**config.mk**
```make
export PLATFORM = sky130hd
export DESIGN_NAME = rsqrt_est
export DESIGN_NICKNAME = d
export VERILOG_FILES = /design/src/rtl/rsqrt_pkg.sv /design/src/rtl/rsqrt_classify.sv /design/src/rtl/rsqrt_normalize.sv /design/src/rtl/rsqrt_interp.sv /design/src/rtl/rsqrt_est.sv
export SDC_FILE = /design/constraint.sdc
export NUM_CORES = 1
export LEC_CHECK = 0
export BUFFER_PORTS_ARGS = -buffer_cell sky130_fd_sc_hd__buf_2
export CORE_UTILIZATION = 55
export CTS_CLUSTER_SIZE = 14
export DETAILED_ROUTE_END_ITERATION = 12
export PLACE_DENSITY = 0.78
export SYNTH_ARGS = -nofsm -noshare
export SYNTH_HDL_FRONTEND = slang
export SYNTH_SLANG_ARGS = --single-unit
```
**constraint.sdc**
```tcl
create_clock -name clk -period 1.53 [get_ports clk]
set_clock_uncertainty 0.1 [all_clocks]
set_input_delay 0.306 -clock clk [delete_from_list [all_inputs] [get_ports clk]]
set_output_delay 0.306 -clock clk [all_outputs]
set_load 0.1 [all_outputs]
```
**src/rtl/rsqrt_pkg.sv**
```systemverilog
package rsqrt_pkg;

  localparam int DW     = 64;
  localparam int EW     = 11;
  localparam int MW     = 52;
  localparam int SEGB   = 4;                 // mantissa bits that pick a segment
  localparam int FRW    = 11;                // interpolation fraction width
  localparam int KEYW   = SEGB + FRW;        // mantissa bits the table needs
  localparam int NSEG   = 2 << SEGB;         // segments over both parities
  localparam int IXW    = $clog2(NSEG);
  localparam int BW     = 26;                // base / result field width
  localparam int SW     = 11;                // slope width
  localparam int PW     = SW + FRW;          // product width
  localparam int SHIFT  = MW - BW;           // where the field lands
  localparam int ESW    = EW + 2;            // signed working exponent
  localparam int LZW    = $clog2(MW + 1);
  localparam logic [EW-1:0] EMAX = '1;
  localparam logic [DW-1:0] QNAN = 64'h7FF8_0000_0000_0000;

  // status bit positions
  localparam int ST_INV = 0;
  localparam int ST_ZD  = 1;
  localparam int ST_SUM = 2;
  localparam int STW    = 3;

  typedef enum logic [2:0] {
    K_ZERO, K_INF, K_NAN, K_NEG, K_FINITE
  } op_kind_e;

  function automatic logic [BW-1:0] seg_base(input logic [IXW-1:0] k);
    case (k)
      5'd0:  return 26'h3ffa000;  5'd1:  return 26'h3c29000;
      5'd2:  return 26'h38aa000;  5'd3:  return 26'h3572000;
      5'd4:  return 26'h3279000;  5'd5:  return 26'h2fb7000;
      5'd6:  return 26'h2d26000;  5'd7:  return 26'h2ac0000;
      5'd8:  return 26'h2881000;  5'd9:  return 26'h2665000;
      5'd10: return 26'h2468000;  5'd11: return 26'h2287000;
      5'd12: return 26'h20c1000;  5'd13: return 26'h1f12000;
      5'd14: return 26'h1d79000;  5'd15: return 26'h1bf4000;
      5'd16: return 26'h1a7e800;  5'd17: return 26'h17cb800;
      5'd18: return 26'h1552800;  5'd19: return 26'h130c000;
      5'd20: return 26'h10f2000;  5'd21: return 26'h0eff000;
      5'd22: return 26'h0d2e000;  5'd23: return 26'h0b7c000;
      5'd24: return 26'h09e5000;  5'd25: return 26'h0867000;
      5'd26: return 26'h06ff000;  5'd27: return 26'h05ab800;
      5'd28: return 26'h046a000;  5'd29: return 26'h0339800;
      5'd30: return 26'h0218800;  default: return 26'h0105800;
    endcase
  endfunction

  function automatic logic [SW-1:0] seg_slope(input logic [IXW-1:0] k);
    case (k)
      5'd0:  return 11'h7a4;  5'd1:  return 11'h700;
      5'd2:  return 11'h670;  5'd3:  return 11'h5f2;
      5'd4:  return 11'h584;  5'd5:  return 11'h524;
      5'd6:  return 11'h4cc;  5'd7:  return 11'h47e;
      5'd8:  return 11'h43a;  5'd9:  return 11'h3fa;
      5'd10: return 11'h3c2;  5'd11: return 11'h38e;
      5'd12: return 11'h35e;  5'd13: return 11'h332;
      5'd14: return 11'h30a;  5'd15: return 11'h2e6;
      5'd16: return 11'h568;  5'd17: return 11'h4f3;
      5'd18: return 11'h48d;  5'd19: return 11'h435;
      5'd20: return 11'h3e7;  5'd21: return 11'h3a2;
      5'd22: return 11'h365;  5'd23: return 11'h32e;
      5'd24: return 11'h2fc;  5'd25: return 11'h2d0;
      5'd26: return 11'h2a8;  5'd27: return 11'h283;
      5'd28: return 11'h261;  5'd29: return 11'h243;
      5'd30: return 11'h226;  default: return 11'h20b;
    endcase
  endfunction

endpackage

```
**src/rtl/rsqrt_classify.sv**
```systemverilog
module rsqrt_classify
  import rsqrt_pkg::*;
(
  input  logic [DW-1:0]  op,
  output op_kind_e       kind,
  output logic [DW-1:0]  fixed_res,
  output logic           hit_zd,
  output logic           hit_inv
);
  logic          sgn;
  logic [EW-1:0] ex;
  logic [MW-1:0] mn;

  assign sgn = op[DW-1];
  assign ex  = op[DW-2:MW];
  assign mn  = op[MW-1:0];

  always_comb begin
    kind      = K_FINITE;
    fixed_res = '0;
    hit_zd    = 1'b0;
    hit_inv   = 1'b0;
    if (ex == '0 && mn == '0) begin
      kind      = K_ZERO;
      fixed_res = {sgn, EMAX, {MW{1'b0}}};
      hit_zd    = 1'b1;
    end else if (ex == EMAX && mn == '0) begin
      kind      = K_INF;
      fixed_res = sgn ? QNAN : '0;
      hit_inv   = sgn;
    end else if (ex == EMAX) begin
      kind      = K_NAN;
      fixed_res = op | (DW'(1) << (MW - 1));
      hit_inv   = sgn;
    end else if (sgn) begin
      kind      = K_NEG;
      fixed_res = QNAN;
      hit_inv   = 1'b1;
    end
  end
endmodule

```
**src/rtl/rsqrt_normalize.sv**
```systemverilog
module rsqrt_normalize
  import rsqrt_pkg::*;
(
  input  logic [EW-1:0]         ex_in,
  input  logic [MW-1:0]         mn_in,
  output logic signed [ESW-1:0] ex_out,
  output logic [KEYW-1:0]       key_out
);
  logic [LZW-1:0] lz;
  logic [MW-1:0]  shifted;
  logic           sub;

  assign sub = (ex_in == '0);

  // leading-zero count; the highest set bit wins
  always_comb begin
    lz = LZW'(MW);
    for (int i = 0; i < MW; i++) begin
      if (mn_in[i]) lz = LZW'(MW - 1 - i);
    end
  end

  // shifting one past the leading zeros drops the hidden one off the top
  assign shifted = mn_in << (lz + LZW'(1));

  assign ex_out  = sub ? -$signed({{(ESW-LZW){1'b0}}, lz})
                       : $signed({{(ESW-EW){1'b0}}, ex_in});
  assign key_out = sub ? shifted[MW-1 -: KEYW] : mn_in[MW-1 -: KEYW];
endmodule

```
**src/rtl/rsqrt_interp.sv**
```systemverilog
module rsqrt_interp
  import rsqrt_pkg::*;
(
  input  logic signed [ESW-1:0] ex_n,
  input  logic [KEYW-1:0]       key,
  output logic [EW-1:0]         res_ex,
  output logic [BW-1:0]         res_mn
);
  logic [IXW-1:0]         k;
  logic [FRW-1:0]         frac;
  logic [PW-1:0]          prod;
  logic signed [ESW-1:0]  diff;
  logic signed [ESW-1:0]  newex;

  // even biased exponent selects the upper half of the table
  assign k    = {~ex_n[0], key[KEYW-1 -: SEGB]};
  assign frac = key[FRW-1:0];
  assign prod = PW'(seg_slope(k)) * PW'(frac);
  assign res_mn = seg_base(k) - BW'(prod);

  assign diff   = ex_n - ESW'(signed'(13'sd1021));
  assign newex  = ESW'(signed'(13'sd1023)) - (diff >>> 1);
  assign res_ex = newex[EW-1:0];
endmodule

```
**src/rtl/rsqrt_est.sv**
```systemverilog
module rsqrt_est
  import rsqrt_pkg::*;
(
  input  logic            clk,
  input  logic            rst_n,
  input  logic            in_valid,
  output logic            in_ready,
  input  logic [63:0]     in_data,
  input  logic [2:0]      st_in,
  output logic            out_valid,
  input  logic            out_ready,
  output logic [63:0]     out_data,
  output logic [2:0]      st_out
);
  op_kind_e              kind;
  logic [DW-1:0]         fixed_res;
  logic                  hit_zd, hit_inv;
  logic signed [ESW-1:0] ex_n;
  logic [KEYW-1:0]       key;
  logic [EW-1:0]         res_ex;
  logic [BW-1:0]         res_mn;
  logic [DW-1:0]         nxt_data;
  logic [STW-1:0]        nxt_st;
  logic                  take;

  rsqrt_classify u_cls (
    .op(in_data), .kind(kind), .fixed_res(fixed_res),
    .hit_zd(hit_zd), .hit_inv(hit_inv)
  );

  rsqrt_normalize u_norm (
    .ex_in(in_data[DW-2:MW]), .mn_in(in_data[MW-1:0]),
    .ex_out(ex_n), .key_out(key)
  );

  rsqrt_interp u_int (
    .ex_n(ex_n), .key(key), .res_ex(res_ex), .res_mn(res_mn)
  );

  assign nxt_data = (kind == K_FINITE) ? {1'b0, res_ex, res_mn, {SHIFT{1'b0}}}
                                       : fixed_res;

  always_comb begin
    nxt_st = st_in;
    if (hit_zd) begin
      nxt_st[ST_ZD] = 1'b1;
      if (!st_in[ST_ZD]) nxt_st[ST_SUM] = 1'b1;
    end
    if (hit_inv) begin
      nxt_st[ST_INV] = 1'b1;
      if (!st_in[ST_INV]) nxt_st[ST_SUM] = 1'b1;
    end
  end

  assign in_ready = !out_valid || out_ready;
  assign take     = in_valid && in_ready;

  always_ff @(posedge clk or negedge rst_n) begin
    if (!rst_n) begin
      out_valid <= 1'b0;
      out_data  <= '0;
      st_out    <= '0;
    end else if (take) begin
      out_valid <= 1'b1;
      out_data  <= nxt_data;
      st_out    <= nxt_st;
    end else if (out_ready) begin
      out_valid <= 1'b0;
    end
  end
endmodule

```
==> results of run 1 <==
==> timing repair <==
action / CTS
setup buffers: 59
cloned: 6
resized for setup: 295
pin swaps: 121
hold buffers: 1
endpoints found under the setup margin: 88
hold endpoints to repair: 19
==> layer usage <==
metal / GRT usage, % / overflow
met1: 90.14 / 40
met2: 101.7 / 207
met3: 84.80 / 26
met4: 94.55 / 157
met5: 70.83 / 8
==> cell families after synthesis <==
group	share of synthesized area, %
mux	7.538
xor+xnor	1.670
buf+inv	9.774
compound gates	24.41
simple gates	23.82
fa+ha+maj	20.77
flops	12.02
==> metrics by stage <==
| step | TNS (ns) | utilization [%] | worst slack (ns) | hold WS [ns] | instances |
|---|---|---|---|---|---|
| 4_1_cts | -222.62 | 88.38 | -7.735 | 0.1545 | 2884 |
| 3_5_place_dp | -271.89 | 80.04 | -8.686 | 0.2479 | 2806 |
| 3_3_place_gp | -264.64 | 80.04 | -8.410 | 0.2520 | 2806 |
| 2_1_floorplan | -245.05 | - | -8.432 | -0.08959 | 1885 |
==> cell usage after synthesis, drive strengths merged, types with 7 or more instances <==
library cell / instances / share of area (%)
a21o: 15 / 0.80
mux4: 16 / 2.5
o311ai: 11 / 0.68
nor2: 183 / 5.0
o31ai: 15 / 0.80
ha: 87 / 7.7
buf: 64 / 2.4
dfrtp: 68 / 12
and2: 16 / 0.71
a31o: 7 / 0.43
o21a: 10 / 0.53
mux2i: 56 / 4.0
a2111oi: 7 / 0.62
o2111ai: 7 / 0.43
nor4: 31 / 1.5
nand3: 99 / 3.6
o221ai: 7 / 0.43
o211ai: 26 / 1.4
xor2: 11 / 0.68
a211oi: 26 / 1.4
nor2b: 15 / 0.66
mux2: 13 / 1.0
nand4: 18 / 0.80
a221oi: 23 / 1.4
a211o: 13 / 0.80
clkbuf: 99 / 2.6
a311oi: 14 / 0.87
a21boi: 8 / 0.42
nor3: 60 / 2.2
a22oi: 13 / 0.69
xnor2: 16 / 0.99
and3: 34 / 1.5
inv: 178 / 4.7
fa: 92 / 13
nand2b: 21 / 0.93
nand2: 180 / 4.8
or3: 10 / 0.44
or4: 16 / 0.85
o22ai: 7 / 0.45
a31oi: 21 / 0.93
o21ai: 94 / 3.5
a21oi: 100 / 3.7
==> report_table.html, run 1 <==
<table>
<tr><th>Metric</th><th>Value</th></tr>
<tr><th colspan="2">Placement</th></tr>
<tr><td>GPL Wtd Cong</td><td>1.102</td></tr>
<tr><td>Half-perimeter wire length of the detailed placement result</td><td>about 53000 µm</td></tr>
<tr><td>Total cell area at the placement stage</td><td>20150 µm²</td></tr>
<tr><td>Number of buffer cells added on primary ports</td><td>139</td></tr>
<tr><th colspan="2">Synth</th></tr>
<tr><td>Library cells used by synthesis</td><td>95</td></tr>
<tr><td>Register area share after synthesis</td><td>12.02%</td></tr>
<tr><td>Number of warning messages in the yosys log</td><td>0</td></tr>
<tr><td>Number of storage elements in the synthesis netlist</td><td>68</td></tr>
<tr><td>Nets in the synthesized netlist</td><td>2135</td></tr>
<tr><td>Number of synthesized flops with an enable pin</td><td>0</td></tr>
<tr><td>Netlist area before placement</td><td>14160 µm²</td></tr>
<tr><td>Most used flip-flop cell after synthesis</td><td>sky130_fd_sc_hd__dfrtp_1</td></tr>
<tr><td>Number of standard cells after synthesis</td><td>around 1900</td></tr>
<tr><td>Share of async-settable or async-resettable flops after synthesis</td><td>between 90% and 100%</td></tr>
<tr><td>Synthesized area divided by synthesized cell count</td><td>7.511 µm²</td></tr>
<tr><th colspan="2">Floorplanning</th></tr>
<tr><td>Number of top-level pins</td><td>140</td></tr>
<tr><td>Die W</td><td>162.4 µm</td></tr>
<tr><td>Starting Density</td><td>a little under three fifths</td></tr>
<tr><td>Number of placement rows</td><td>slightly below 60</td></tr>
<tr><td>Chip height</td><td>162.4 µm</td></tr>
<tr><th colspan="2">Outcome</th></tr>
<tr><td>Outcome</td><td>aborted with a tool error</td></tr>
<tr><td>Last stage reached</td><td>global routing (5_1_grt)</td></tr>
<tr><td>Tool error message</td><td>[ERROR GRT-0232] Routing congestion too high. Check the congestion heatmap in the GUI.</td></tr>
<tr><th colspan="2">CTS</th></tr>
<tr><td>Worst-case clock buffer depth</td><td>2</td></tr>
<tr><td>Total number of clock tree sinks</td><td>68</td></tr>
<tr><td>CTS Root Cell</td><td>sky130_fd_sc_hd__clkbuf_16</td></tr>
<tr><td>Number of clock buffers inserted by TritonCTS</td><td>9</td></tr>
<tr><td>H-tree level count</td><td>3</td></tr>
<tr><th colspan="2">Global routing</th></tr>
<tr><td>Pin count of the biggest net entering global routing</td><td>41</td></tr>
<tr><td>Aggregate global routing overflow</td><td>438</td></tr>
<tr><td>GRT Total Usage</td><td>92.27%</td></tr>
</table>
==> run 2, diff against run 1 <==
--- a/config.mk
+++ b/config.mk
@@ -6,10 +6,9 @@
 export NUM_CORES = 1
 export LEC_CHECK = 0
 export BUFFER_PORTS_ARGS = -buffer_cell sky130_fd_sc_hd__buf_2
-export CORE_UTILIZATION = 55
-export CTS_CLUSTER_SIZE = 14
+export CORE_UTILIZATION = 40
 export DETAILED_ROUTE_END_ITERATION = 12
-export PLACE_DENSITY = 0.78
+export PLACE_DENSITY_LB_ADDON = 0.15
 export SYNTH_ARGS = -nofsm -noshare
 export SYNTH_HDL_FRONTEND = slang
 export SYNTH_SLANG_ARGS = --single-unit
==> constraint.sdc (replaced) <==
create_clock -name clk -period 2 [get_ports clk]
set_clock_uncertainty 0.1 [all_clocks]
set_input_delay 0.4 -clock clk [delete_from_list [all_inputs] [get_ports clk]]
set_output_delay 0.4 -clock clk [all_outputs]
set_load 0.1 [all_outputs]
==> report_table.html, run 2 <==
<table>
<tr><th>Metric</th><th>Value</th></tr>
<tr><th colspan="2">Outcome</th></tr>
<tr><td>Outcome</td><td>finished, violations left</td></tr>
<tr><td>Failing checks</td><td>negative setup slack</td></tr>
<tr><th colspan="2">Worst setup path</th></tr>
<tr><td>Worst R2R End</td><td>out_data[59]$_DFFE_PN0P_</td></tr>
<tr><td>Crit path capture</td><td>out_data[49]$_DFFE_PN0P_</td></tr>
<tr><td>Signal arrival time at the worst endpoint</td><td>9.67 ns</td></tr>
<tr><td>Startpoint type of the worst setup path</td><td>input pin</td></tr>
<tr><td>Library cell contributing the largest single delay on the critical path</td><td>sky130_fd_sc_hd__fa_1</td></tr>
<tr><td>Reg-to-Reg Start</td><td>out_valid$_DFFE_PN0P_</td></tr>
<tr><td>Worst setup slack for register-to-register paths</td><td>roughly 0.34 ns</td></tr>
<tr><td>Crit path buffers/inverters</td><td>13</td></tr>
<tr><td>Crit path launch</td><td>in_data[2]</td></tr>
<tr><td>Crit end category</td><td>register</td></tr>
<tr><td>Critical path type</td><td>input pin to register</td></tr>
<tr><td>Number of cells on the worst reg-to-reg path</td><td>5</td></tr>
<tr><td>Cell family contributing the most delay on the critical path</td><td>adder cells</td></tr>
<tr><td>Max incr delay on CP</td><td>0.52 ns</td></tr>
<tr><td>Maximum net fanout on the critical path</td><td>7</td></tr>
<tr><td>Req. time, crit path</td><td>2.11 ns</td></tr>
<tr><td>Critical path depth</td><td>48</td></tr>
<tr><th colspan="2">Synth</th></tr>
<tr><td>Number of synthesized flops with an enable pin</td><td>0 (unchanged)</td></tr>
<tr><td>Compound-Gate Fraction of Synth Area</td><td>24.41% (unchanged)</td></tr>
<tr><td>Synthesized area divided by synthesized cell count</td><td>7.511 µm² (unchanged)</td></tr>
<tr><td>Main combinational cell family by area after synthesis</td><td>compound AO/OA/AOI/OAI gates</td></tr>
<tr><td>Most used flip-flop cell after synthesis</td><td>sky130_fd_sc_hd__dfrtp_1</td></tr>
<tr><td>Share of async-settable or async-resettable flops after synthesis</td><td>100.0% (unchanged)</td></tr>
<tr><td>Library cells used by synthesis</td><td>95 (unchanged)</td></tr>
<tr><td>Commonest cells post-synth</td><td>180 x sky130_fd_sc_hd__nand2_1, 178 x sky130_fd_sc_hd__nor2_1, 175 x sky130_fd_sc_hd__inv_1</td></tr>
<tr><td>Post-Synth XOR/XNOR Area</td><td>1.670% (unchanged)</td></tr>
<tr><td>Netlist area before placement</td><td>14160 µm² (unchanged)</td></tr>
<tr><td>Simple-gate share of the synthesized area</td><td>23.82% (unchanged)</td></tr>
<tr><td>Register area share after synthesis</td><td>12.02% (unchanged)</td></tr>
<tr><td>Top cell type by total area after synthesis</td><td>sky130_fd_sc_hd__fa_1</td></tr>
<tr><td>Number of standard cells after synthesis</td><td>1885 (unchanged)</td></tr>
<tr><td>Proportion of synthesized area in mux cells</td><td>7.538% (unchanged)</td></tr>
<tr><td>Number of warning messages in the yosys log</td><td>0 (unchanged)</td></tr>
<tr><td>Share of the synthesized area in the top cell type</td><td>13.01% (unchanged)</td></tr>
<tr><td>Synth Area in Adders</td><td>20.77% (unchanged)</td></tr>
<tr><td>Cell with the most instances after synthesis</td><td>sky130_fd_sc_hd__nand2_1</td></tr>
<tr><td>Number of storage elements in the synthesis netlist</td><td>68 (unchanged)</td></tr>
<tr><td>Cell types with the largest area share after synthesis</td><td>sky130_fd_sc_hd__fa_1 13%, sky130_fd_sc_hd__dfrtp_1 12%, sky130_fd_sc_hd__ha_1 7.7%</td></tr>
<tr><td>Nets in the synthesized netlist</td><td>2135 (unchanged)</td></tr>
<tr><th colspan="2">Floorplanning</th></tr>
<tr><td>Placeable core region</td><td>between 30000 and 40000 µm²</td></tr>
<tr><td>Starting Density</td><td>40.79% (-15 points)</td></tr>
<tr><td>Die W</td><td>190.1 µm (+17%)</td></tr>
<tr><td>Number of placement rows</td><td>68 (+17%)</td></tr>
<tr><td>Number of top-level pins</td><td>140 (unchanged)</td></tr>
<tr><td>Area of the die</td><td>between 30000 and 40000 µm²</td></tr>
<tr><td>Chip height</td><td>190.1 µm (+17%)</td></tr>
<tr><th colspan="2">Cells and area</th></tr>
<tr><td>Largest registers in the final layout</td><td>out_data (64), st_out (3), out_valid (1)</td></tr>
<tr><td>Area added between synthesis and finish</td><td>68.75%</td></tr>
<tr><td>Final cell utilization of the core</td><td>slightly below 70%</td></tr>
<tr><td>Most frequent standard cell in the layout excluding fill and tap cells</td><td>sky130_fd_sc_hd__buf_4</td></tr>
<tr><td>Share of post-route cells with drive strength above 1</td><td>51.32%</td></tr>
<tr><td>Count of antenna diodes in the layout</td><td>0</td></tr>
<tr><td>Post-layout net count</td><td>2863</td></tr>
<tr><td>Flip-flop count of the largest register, all copies and words added</td><td>64</td></tr>
<tr><td>Leading cell types in the layout, fill and taps excluded</td><td>655 x sky130_fd_sc_hd__buf_4, 163 x sky130_fd_sc_hd__nand2_1, 154 x sky130_fd_sc_hd__nor2_1</td></tr>
<tr><td>Register with the most flip-flops</td><td>out_data</td></tr>
<tr><td>Fillers</td><td>approximately 2800</td></tr>
<tr><th colspan="2">Global routing</th></tr>
<tr><td>Pin count of the biggest net entering global routing</td><td>slightly below 60</td></tr>
<tr><td>Aggregate global routing overflow</td><td>0</td></tr>
<tr><td>Number of global-route vias before repair</td><td>17850</td></tr>
<tr><td>Antenna violations before repair</td><td>1</td></tr>
<tr><td>First-pass GRT wire length</td><td>105200 µm</td></tr>
<tr><td>GRT Total Usage</td><td>37.68%</td></tr>
<tr><th colspan="2">Placement</th></tr>
<tr><td>Number of buffer cells added on primary ports</td><td>139 (unchanged)</td></tr>
<tr><td>GPL Wtd Cong</td><td>1.005 (-8.8%)</td></tr>
<tr><td>Half-perimeter wire length of the detailed placement result</td><td>54590 µm (+2.5%)</td></tr>
<tr><th colspan="2">STA</th></tr>
<tr><td>Setup TNS</td><td>-201.48 ns</td></tr>
<tr><td>Worst slew margin relative to its limit</td><td>47.92%</td></tr>
<tr><td>Worst path setup slack after routing</td><td>-7.553 ns</td></tr>
<tr><td>Final-report max-slew violation count</td><td>0</td></tr>
<tr><td>Setup repair after global routing missed its margin</td><td>yes</td></tr>
<tr><td>Endpoints failing hold</td><td>0</td></tr>
<tr><td>Final-report setup violation count</td><td>67</td></tr>
<tr><td>Share of the cycle needed by the critical path after routing</td><td>477.7%</td></tr>
<tr><td>Worst-Margin Slew</td><td>0.7793 ns</td></tr>
<tr><td>Tmin final</td><td>9.553 ns</td></tr>
<tr><td>Highest attainable clock frequency</td><td>between 100 and 150 MHz</td></tr>
<tr><th colspan="2">Power and ir drop</th></tr>
<tr><td>Power density over the cells</td><td>roughly 1500 nW/µm²</td></tr>
<tr><td>Relative contribution of sequential cells to total power</td><td>5.0%</td></tr>
<tr><td>Share of total power in the clock network</td><td>5.3%</td></tr>
<tr><td>Switching power</td><td>17.74 mW</td></tr>
<tr><td>Net switching share of the total power</td><td>48.46%</td></tr>
<tr><td>Logic pwr share</td><td>89.7%</td></tr>
<tr><td>Leakage power total</td><td>between 10 and 15 nW</td></tr>
<tr><td>IR drop worst, VDD</td><td>3.713 mV</td></tr>
<tr><td>Total internal power</td><td>18.86 mW</td></tr>
<tr><th colspan="2">Drt</th></tr>
<tr><td>Residual antenna-violating net count after detailed routing</td><td>0</td></tr>
<tr><td>Vias post-DR</td><td>18680</td></tr>
<tr><td>Routed len/inst</td><td>22.98 µm</td></tr>
<tr><td>Top routing layer used</td><td>met5</td></tr>
<tr><td>Via density per instance</td><td>6.080</td></tr>
<tr><td>Number of DRC violations after detailed routing</td><td>0</td></tr>
<tr><td>Routed met2 length</td><td>about 30000 µm</td></tr>
<tr><td>Detailed router's first-iteration violation count</td><td>2172</td></tr>
<tr><td>Metal1 wirelength</td><td>30850 µm</td></tr>
<tr><td>Drt first pass iters</td><td>6</td></tr>
<tr><td>Total met3 wirelength after detailed routing</td><td>6987 µm</td></tr>
<tr><td>Final routed wirelength across all metal layers</td><td>70610 µm</td></tr>
<tr><th colspan="2">Run</th></tr>
<tr><td>Number of max-capacitance violations reported</td><td>0</td></tr>
<tr><th colspan="2">CTS</th></tr>
<tr><td>Number of clock buffers inserted by TritonCTS</td><td>9 (unchanged)</td></tr>
<tr><td>Worst-skew pair later-pin latency</td><td>0.33 ns</td></tr>
<tr><td>CTS Root Cell</td><td>sky130_fd_sc_hd__clkbuf_16</td></tr>
<tr><td>Total number of clock tree sinks</td><td>68 (unchanged)</td></tr>
<tr><td>Worst-case clock buffer depth</td><td>2 (unchanged)</td></tr>
<tr><td>Clock tree from TritonCTS</td><td>yes</td></tr>
<tr><td>H-tree level count</td><td>3 (unchanged)</td></tr>
<tr><td>Clock transition at the registers of the reported paths</td><td>0.05 ns</td></tr>
<tr><th colspan="2">Worst hold path</th></tr>
<tr><td>Hold crit path type</td><td>input pin to register</td></tr>
<tr><td>Startpoint of the lowest-slack hold path</td><td>in_valid</td></tr>
</table>
## run 2: stage by stage
| stage | instances | setup slack (ns) | area [µm²] | hold WS [ns] | power (mW) |
|---|---|---|---|---|---|
| 3_3_place_gp | 2933 | -8.294 | 20180 | 0.2345 | 26.07 |
| 2_1_floorplan | 1885 | -8.056 | 15140 | 0.004409 | 17.42 |
| 5_1_grt | 3072 | -7.804 | 23890 | 0.2047 | 38.68 |
| 3_5_place_dp | 2933 | -8.426 | 20180 | 0.2370 | 26.54 |
| 6_report | 3072 | -7.553 | 23890 | 0.1994 | 36.60 |
| 4_1_cts | 3023 | -7.331 | 22660 | 0.1890 | 32.86 |
## run 2: how the worst min path moves through the flow
stage	to	depth (start not counted)
final	out_valid$_DFFE_PN0P_	2
after global routing	out_valid$_DFFE_PN0P_	2
after CTS	out_valid$_DFFE_PN0P_	2
after detailed placement	out_data[1]$_DFFE_PN0P_	1
after global placement	out_data[1]$_DFFE_PN0P_	1
after floorplan	out_data[0]$_DFFE_PN0P_	0
## run 2: final cells by class
type | count | area, µm² | area share (%)
clock buffers | 9 | 225.2 | 0.9426
clock inverters | 6 | 137.6 | 0.5760
inverters | 178 | 698.2 | 2.922
multi-input cells | 1476 | 13580 | 56.82
flip-flops and latches | 68 | 1703 | 7.127
well taps | 455 | 569.3 | 2.383
repair buffers | 879 | 6974 | 29.19
repair inverters | 1 | 8.758 | 0.03666
## run 2: power by group through the flow
stage / clock network [mW] / registers, mW / logic (mW)
finish: 1.95 / 1.81 / 32.8
global route: 2.02 / 1.84 / 34.8
CTS: 1.96 / 1.81 / 29.1
detailed placement: 0 / 1.83 / 24.7
global placement: 0 / 1.82 / 24.2
floorplan: 0 / 3.63 / 13.8
## run 2: repair_timing
action	4_1_cts	5_1_grt
gates resized for setup	332	183
cloned	2	3
setup buffers	84	50
endpoints found under the setup margin	67	67
hold buffers	1	0
hold endpoints to repair	14	0
pin swaps	155	141
## run 2: logic make-up (layout without fill, tap and decap cells)
group	after synthesis	in the layout
compound gates	484	484
xor+xnor	27	27
fa+ha+maj	180	180
buf+inv	341	1073
flops	68	68
mux	85	85
simple gates	700	700
## run 2: metal layers
metal  track usage [%]  vias to the layer above
met3             6.659                      207
met4             8.308                        2
met2             58.37                     1058
met1             54.26                     9187
li1                  -                     8223
met5                 0                        -
(Power assumes the default switching activity.)
